`config.mk`:
```
export PLATFORM = sky130hd
export DESIGN_NAME = tone_port
export DESIGN_NICKNAME = d
export VERILOG_FILES = /design/src/rtl/tone_port_pkg.sv /design/src/rtl/tone_ctrl_reg.sv /design/src/rtl/tone_divider.sv /design/src/rtl/pin_drive.sv /design/src/rtl/tone_port.sv
export SDC_FILE = /design/constraint.sdc
export NUM_CORES = 1
export LEC_CHECK = 0
export ABC_AREA = 1
export BUFFER_PORTS_ARGS = -buffer_cell sky130_fd_sc_hd__buf_2
export CELL_PAD_IN_SITES_DETAIL_PLACEMENT = 0
export CELL_PAD_IN_SITES_GLOBAL_PLACEMENT = 1
export CORE_MARGIN = 3
export CORE_UTILIZATION = 36
export CTS_CLUSTER_SIZE = 25
export DETAILED_ROUTE_END_ITERATION = 10
export GPL_TIMING_DRIVEN = 0
export PLACE_DENSITY = 0.85
export RECOVER_POWER = 100
export SLEW_MARGIN = 20
export SYNTH_ARGS = -nofsm -noshare
export SYNTH_HDL_FRONTEND = slang
export SYNTH_HIERARCHICAL = 1
export SYNTH_SLANG_ARGS = --single-unit
export TNS_END_PERCENT = 30
```
`constraint.sdc`:
```
create_clock -name clk -period 1.8 [get_ports clk]
set_input_delay 0 -clock clk [delete_from_list [all_inputs] [get_ports clk]]
set_output_delay 0 -clock clk [all_outputs]
set_load 0.02 [all_outputs]
```
`src/rtl/tone_port_pkg.sv`:
```
package tone_port_pkg;

  localparam int unsigned CODE_W = 3;
  localparam int unsigned CTRL_W = 4;
  localparam int unsigned MODE_BIT = 3;

  typedef enum logic {
    PIN0_LATCH = 1'b0,
    PIN0_TONE  = 1'b1
  } pin0_mode_e;

  typedef struct packed {
    pin0_mode_e        mode;
    logic [CODE_W-1:0] code;
  } tone_ctrl_t;

  // Half period of the tone in clock cycles for a given code.
  function automatic int unsigned tone_half_cycles(input int unsigned base,
                                                   input logic [CODE_W-1:0] code);
    return base << code;
  endfunction

  // Counter width able to hold the largest half period.
  function automatic int unsigned tone_cnt_width(input int unsigned base);
    return $clog2(base << ((1 << CODE_W) - 1)) + 1;
  endfunction

endpackage

```
`src/rtl/tone_ctrl_reg.sv`:
```
module tone_ctrl_reg
  import tone_port_pkg::*;
(
  input  logic              clk,
  input  logic              rst_n,
  input  logic              wr_en,
  input  logic [CTRL_W-1:0] wr_data,
  output tone_ctrl_t        ctrl_q,
  output logic              code_change
);

  logic [CODE_W-1:0] new_code;

  assign new_code    = wr_data[CODE_W-1:0];
  assign code_change = wr_en && (new_code != ctrl_q.code);

  always_ff @(posedge clk or negedge rst_n) begin
    if (!rst_n) begin
      ctrl_q.mode <= PIN0_LATCH;
      ctrl_q.code <= '0;
    end else if (wr_en) begin
      ctrl_q.mode <= pin0_mode_e'(wr_data[MODE_BIT]);
      ctrl_q.code <= new_code;
    end
  end

endmodule

```
`src/rtl/tone_divider.sv`:
```
module tone_divider #(
  parameter int unsigned CNT_W = 9
) (
  input  logic             clk,
  input  logic             rst_n,
  input  logic             hold,
  input  logic             restart,
  input  logic [CNT_W-1:0] half_period,
  output logic             tone,
  output logic             wrap
);

  logic [CNT_W-1:0] cnt_q;

  assign wrap = !hold && !restart && (cnt_q == half_period - CNT_W'(1));

  always_ff @(posedge clk or negedge rst_n) begin
    if (!rst_n) begin
      cnt_q <= '0;
      tone  <= 1'b0;
    end else if (hold || restart) begin
      cnt_q <= '0;
      tone  <= 1'b0;
    end else if (wrap) begin
      cnt_q <= '0;
      tone  <= ~tone;
    end else begin
      cnt_q <= cnt_q + CNT_W'(1);
    end
  end

endmodule

```
`src/rtl/pin_drive.sv`:
```
module pin_drive #(
  parameter int unsigned NPINS = 4
) (
  input  logic             clk,
  input  logic             rst_n,
  input  logic             wr_en,
  input  logic [NPINS-1:0] wr_data,
  input  logic             stop,
  input  logic             tone_sel,
  input  logic             tone,
  output logic [NPINS-1:0] latch_q,
  output logic             armed_q,
  output logic [NPINS-1:0] pin_out,
  output logic [NPINS-1:0] pin_oe
);

  always_ff @(posedge clk or negedge rst_n) begin
    if (!rst_n) begin
      latch_q <= '0;
      armed_q <= 1'b0;
    end else if (wr_en) begin
      latch_q <= wr_data;
      armed_q <= 1'b1;
    end
  end

  for (genvar i = 0; i < NPINS; i++) begin : g_pin
    if (i == 0) begin : g_shared
      assign pin_out[i] = tone_sel ? tone : latch_q[i];
    end else begin : g_plain
      assign pin_out[i] = latch_q[i];
    end
    assign pin_oe[i] = armed_q && !stop;
  end

endmodule

```
`src/rtl/tone_port.sv`:
```
module tone_port
  import tone_port_pkg::*;
#(
  parameter int unsigned NPINS    = 4,
  parameter int unsigned DIV_BASE = 2
) (
  input  logic              clk,
  input  logic              rst_n,
  input  logic              clk_stop,
  input  logic              data_we,
  input  logic [NPINS-1:0]  data_wdata,
  input  logic              ctrl_we,
  input  logic [CTRL_W-1:0] ctrl_wdata,
  output logic [NPINS-1:0]  pin_out,
  output logic [NPINS-1:0]  pin_oe
);

  localparam int unsigned CNT_W = tone_cnt_width(DIV_BASE);

  // Named internal events, also watched by the checker.
  logic             data_wr_ev;
  logic             ctrl_wr_ev;
  logic             restart_ev;
  logic             wrap_ev;
  logic             tone_q;
  logic             tone_sel;
  logic             armed_q;
  logic [NPINS-1:0] latch_q;
  logic [CNT_W-1:0] half_period;
  tone_ctrl_t       ctrl_q;

  assign data_wr_ev = data_we && !clk_stop;
  assign ctrl_wr_ev = ctrl_we && !clk_stop;
  assign tone_sel   = (ctrl_q.mode == PIN0_TONE);
  assign half_period = CNT_W'(tone_half_cycles(DIV_BASE, ctrl_q.code));

  tone_ctrl_reg u_ctrl (
    .clk         (clk),
    .rst_n       (rst_n),
    .wr_en       (ctrl_wr_ev),
    .wr_data     (ctrl_wdata),
    .ctrl_q      (ctrl_q),
    .code_change (restart_ev)
  );

  tone_divider #(.CNT_W(CNT_W)) u_div (
    .clk         (clk),
    .rst_n       (rst_n),
    .hold        (clk_stop),
    .restart     (restart_ev),
    .half_period (half_period),
    .tone        (tone_q),
    .wrap        (wrap_ev)
  );

  pin_drive #(.NPINS(NPINS)) u_pins (
    .clk      (clk),
    .rst_n    (rst_n),
    .wr_en    (data_wr_ev),
    .wr_data  (data_wdata),
    .stop     (clk_stop),
    .tone_sel (tone_sel),
    .tone     (tone_q),
    .latch_q  (latch_q),
    .armed_q  (armed_q),
    .pin_out  (pin_out),
    .pin_oe   (pin_oe)
  );

endmodule

```
==> impl_metrics.env <==
export IMPL_status="finished with violations"
export IMPL_violations="setup timing"
export IMPL_clockRootBuffer="clkbuf_8"
export IMPL_syn_avg_cell_area_um2=6.61
export IMPL_endpoint_kind="flip-flop"
export IMPL_wl_per_cell_um=9.29
export IMPL_crit_start="u_ctrl/ctrl_q[1]"
export IMPL_post_route_drc_count=0
export IMPL_first_global_vias=1208
export IMPL_n_antenna_cell=0
export IMPL_layout_common_cells="nand2_1, inv_1, buf_2, nor2_1, dfrtp_1"
export IMPL_grt_usage_pct=12.3
export IMPL_worstPathArrival_ns=1.98
export IMPL_dp_hpwl_mm=2.14
export IMPL_place_congestion=0.810
export IMPL_die_y_um=69.3
export IMPL_fp_dieArea_um2=4800
export IMPL_cts_buffers=3
export IMPL_drv_cap=0
export IMPL_vias_per_cell=4.30
export IMPL_worst_hold_path_type="input pin to flip-flop"
export IMPL_peakVddDrop_uv=470
export IMPL_routed_wl_mm=2.84
export IMPL_fin_crit_sh_pct=102
export IMPL_layout_commonest_cell="nand2_1"
export IMPL_worst_slack_ns=-0.0387
export IMPL_synthToLayoutAreaGrowth_pct=26.9
export IMPL_drt_initial_drc_count=31
export IMPL_antenna_found_initial=0
export IMPL_num_nets_final=274
export IMPL_worstPathRequired_ns=1.94
export IMPL_hp_start="clk_stop"
export IMPL_fin_tns_setup_ns=-0.269
export IMPL_tightest_slew_ns=1.01
export IMPL_power_density_nw_per_um2=678
export IMPL_crit_end="u_div/cnt_q[2]"
export IMPL_final_cell_area_um2=1830
export IMPL_timing_rr_start="u_ctrl/ctrl_q[1]"
export IMPL_io_pins=21
export IMPL_power_total_mw=1.24
export IMPL_rsz0062_at_grt="yes"
export IMPL_rows=22
export IMPL_vias=1315
export IMPL_r2r_slack_ns=-0.04
export IMPL_grt_first_pass_wirelength_mm=4.94
export IMPL_h_tree_depth=1
export IMPL_drtAntennaViolNets=0
export IMPL_r2r_cells=14
export IMPL_max_freq_ghz=0.544
export IMPL_grt_overflow=0
export IMPL_cts_tree="yes"
export IMPL_cts_sinks=19
export IMPL_drive_gt1_share_pct=30.6
export IMPL_clock_path_buffers=2
export IMPL_grt_max_degree=20
export IMPL_synth_cells=218
export IMPL_max_slew_margin_pct=32.7
export IMPL_p_leak_nw=0.959
export IMPL_nFillCells=395
export IMPL_crit_fanout=5
export IMPL_finalSetupViolCount=10
export IMPL_fp_dieW_um=69.3
export IMPL_drv_slew=0
export IMPL_clk_latency_ns=0.25
export IMPL_core_area_um2=3770
export IMPL_postPlaceCellArea_um2=1610
export IMPL_period_needed_ns=1.84
export IMPL_synth_warnings=6
export IMPL_drt_pass1_iterations=4
export IMPL_port_buffers=20
export IMPL_clk_pin_slew_ns=0.07
export IMPL_floorplan_initialDensity_pct=38.2
export IMPL_crit_type="flip-flop to flip-flop"
export IMPL_worstSetupStartpointType="flip-flop"
export IMPL_rr_endpoint="u_div/cnt_q[2]"
export IMPL_hold_viol=0
export IMPL_syn_cell_area_um2=1440
export IMPL_finClkSkew_ns=0.00342
[worst max-delay path, cell delays in order (launching register included)]
cell     delay (ns)
dfrtp_1        0.41
inv_2          0.08
nand2_4        0.05
nor2_4         0.08
inv_2          0.06
buf_4          0.12
buf_4          0.12
nand3_2        0.13
nor2_2         0.06
nor2_2         0.12
nand2_2        0.08
nor2_4         0.10
nand3_4        0.15
nand2_4        0.13
nor2_2         0.04
[metrics by stage]
| stage | hold slack (ns) | cells | setup slack (ns) | util [%] |
|---|---|---|---|---|
| after global placement | -0.0357 | 288 | -0.168 | 42.7 |
| after floorplan | -0.296 | 220 | 0.0583 | - |
| after detailed placement | -0.0346 | 288 | -0.174 | 42.7 |
| after global routing | 0.144 | 306 | -0.144 | 48.5 |
| final | 0.0999 | 306 | -0.0387 | 48.5 |
| after CTS | 0.102 | 305 | -0.0731 | 47.8 |
[registers in the layout, indices dropped and copies added, names as in the netlist]
register        cells
u_ctrl/ctrl_q       4
u_div/cnt_q         9
u_div/tone          1
u_pins/armed_q      1
u_pins/latch_q      4
[area by class of cell]
class	instances	area, um^2	share of cell area (%)
plain buffers	7	52.6	2.87
clock buffers	3	41.3	2.26
clock inverters	1	5.00	0.274
inverters	40	150	8.21
multi-input cells	155	825	45.1
flip-flops and latches	19	477	26.1
well taps	48	60.1	3.28
repair buffers	33	219	12.0
[how the worst min path moves through the flow]
stage | end | slack [ns] | depth (start not counted)
global route | u_pins/latch_q[3] | 0.14 | 4
detailed placement | u_pins/latch_q[1] | -0.03 | 1
floorplan | u_ctrl/ctrl_q[0] | -0.30 | 0
CTS | u_pins/latch_q[1] | 0.10 | 4
finish | u_pins/latch_q[0] | 0.1 | 4
global placement | u_pins/latch_q[1] | -0.04 | 1
[metal layers]
metal  share of wire, %  vias to the layer above  global-route usage [%]
met3                4.5                        2                   0.870
li1                   -                      716                       -
met2                 45                       30                    21.6
met5                  0                        -                       0
met4               0.70                        0                    3.90
met1                 49                      567                    15.8
[power by group]
group,internal [mW],switching (mW)
Sequential,0.457,0.0304
Clock,0.154,0.139
Combinational,0.183,0.278
[repair_timing]
action,4_1_cts,5_1_grt
gates cloned,1,0
pin swaps,5,7
hold buffers,9,0
gates resized for setup,6,7
setup buffers,3,1
endpoints found under the hold margin,27,0
setup endpoints to repair,10,10
Note: power is estimated with default switching activity, not from simulation.
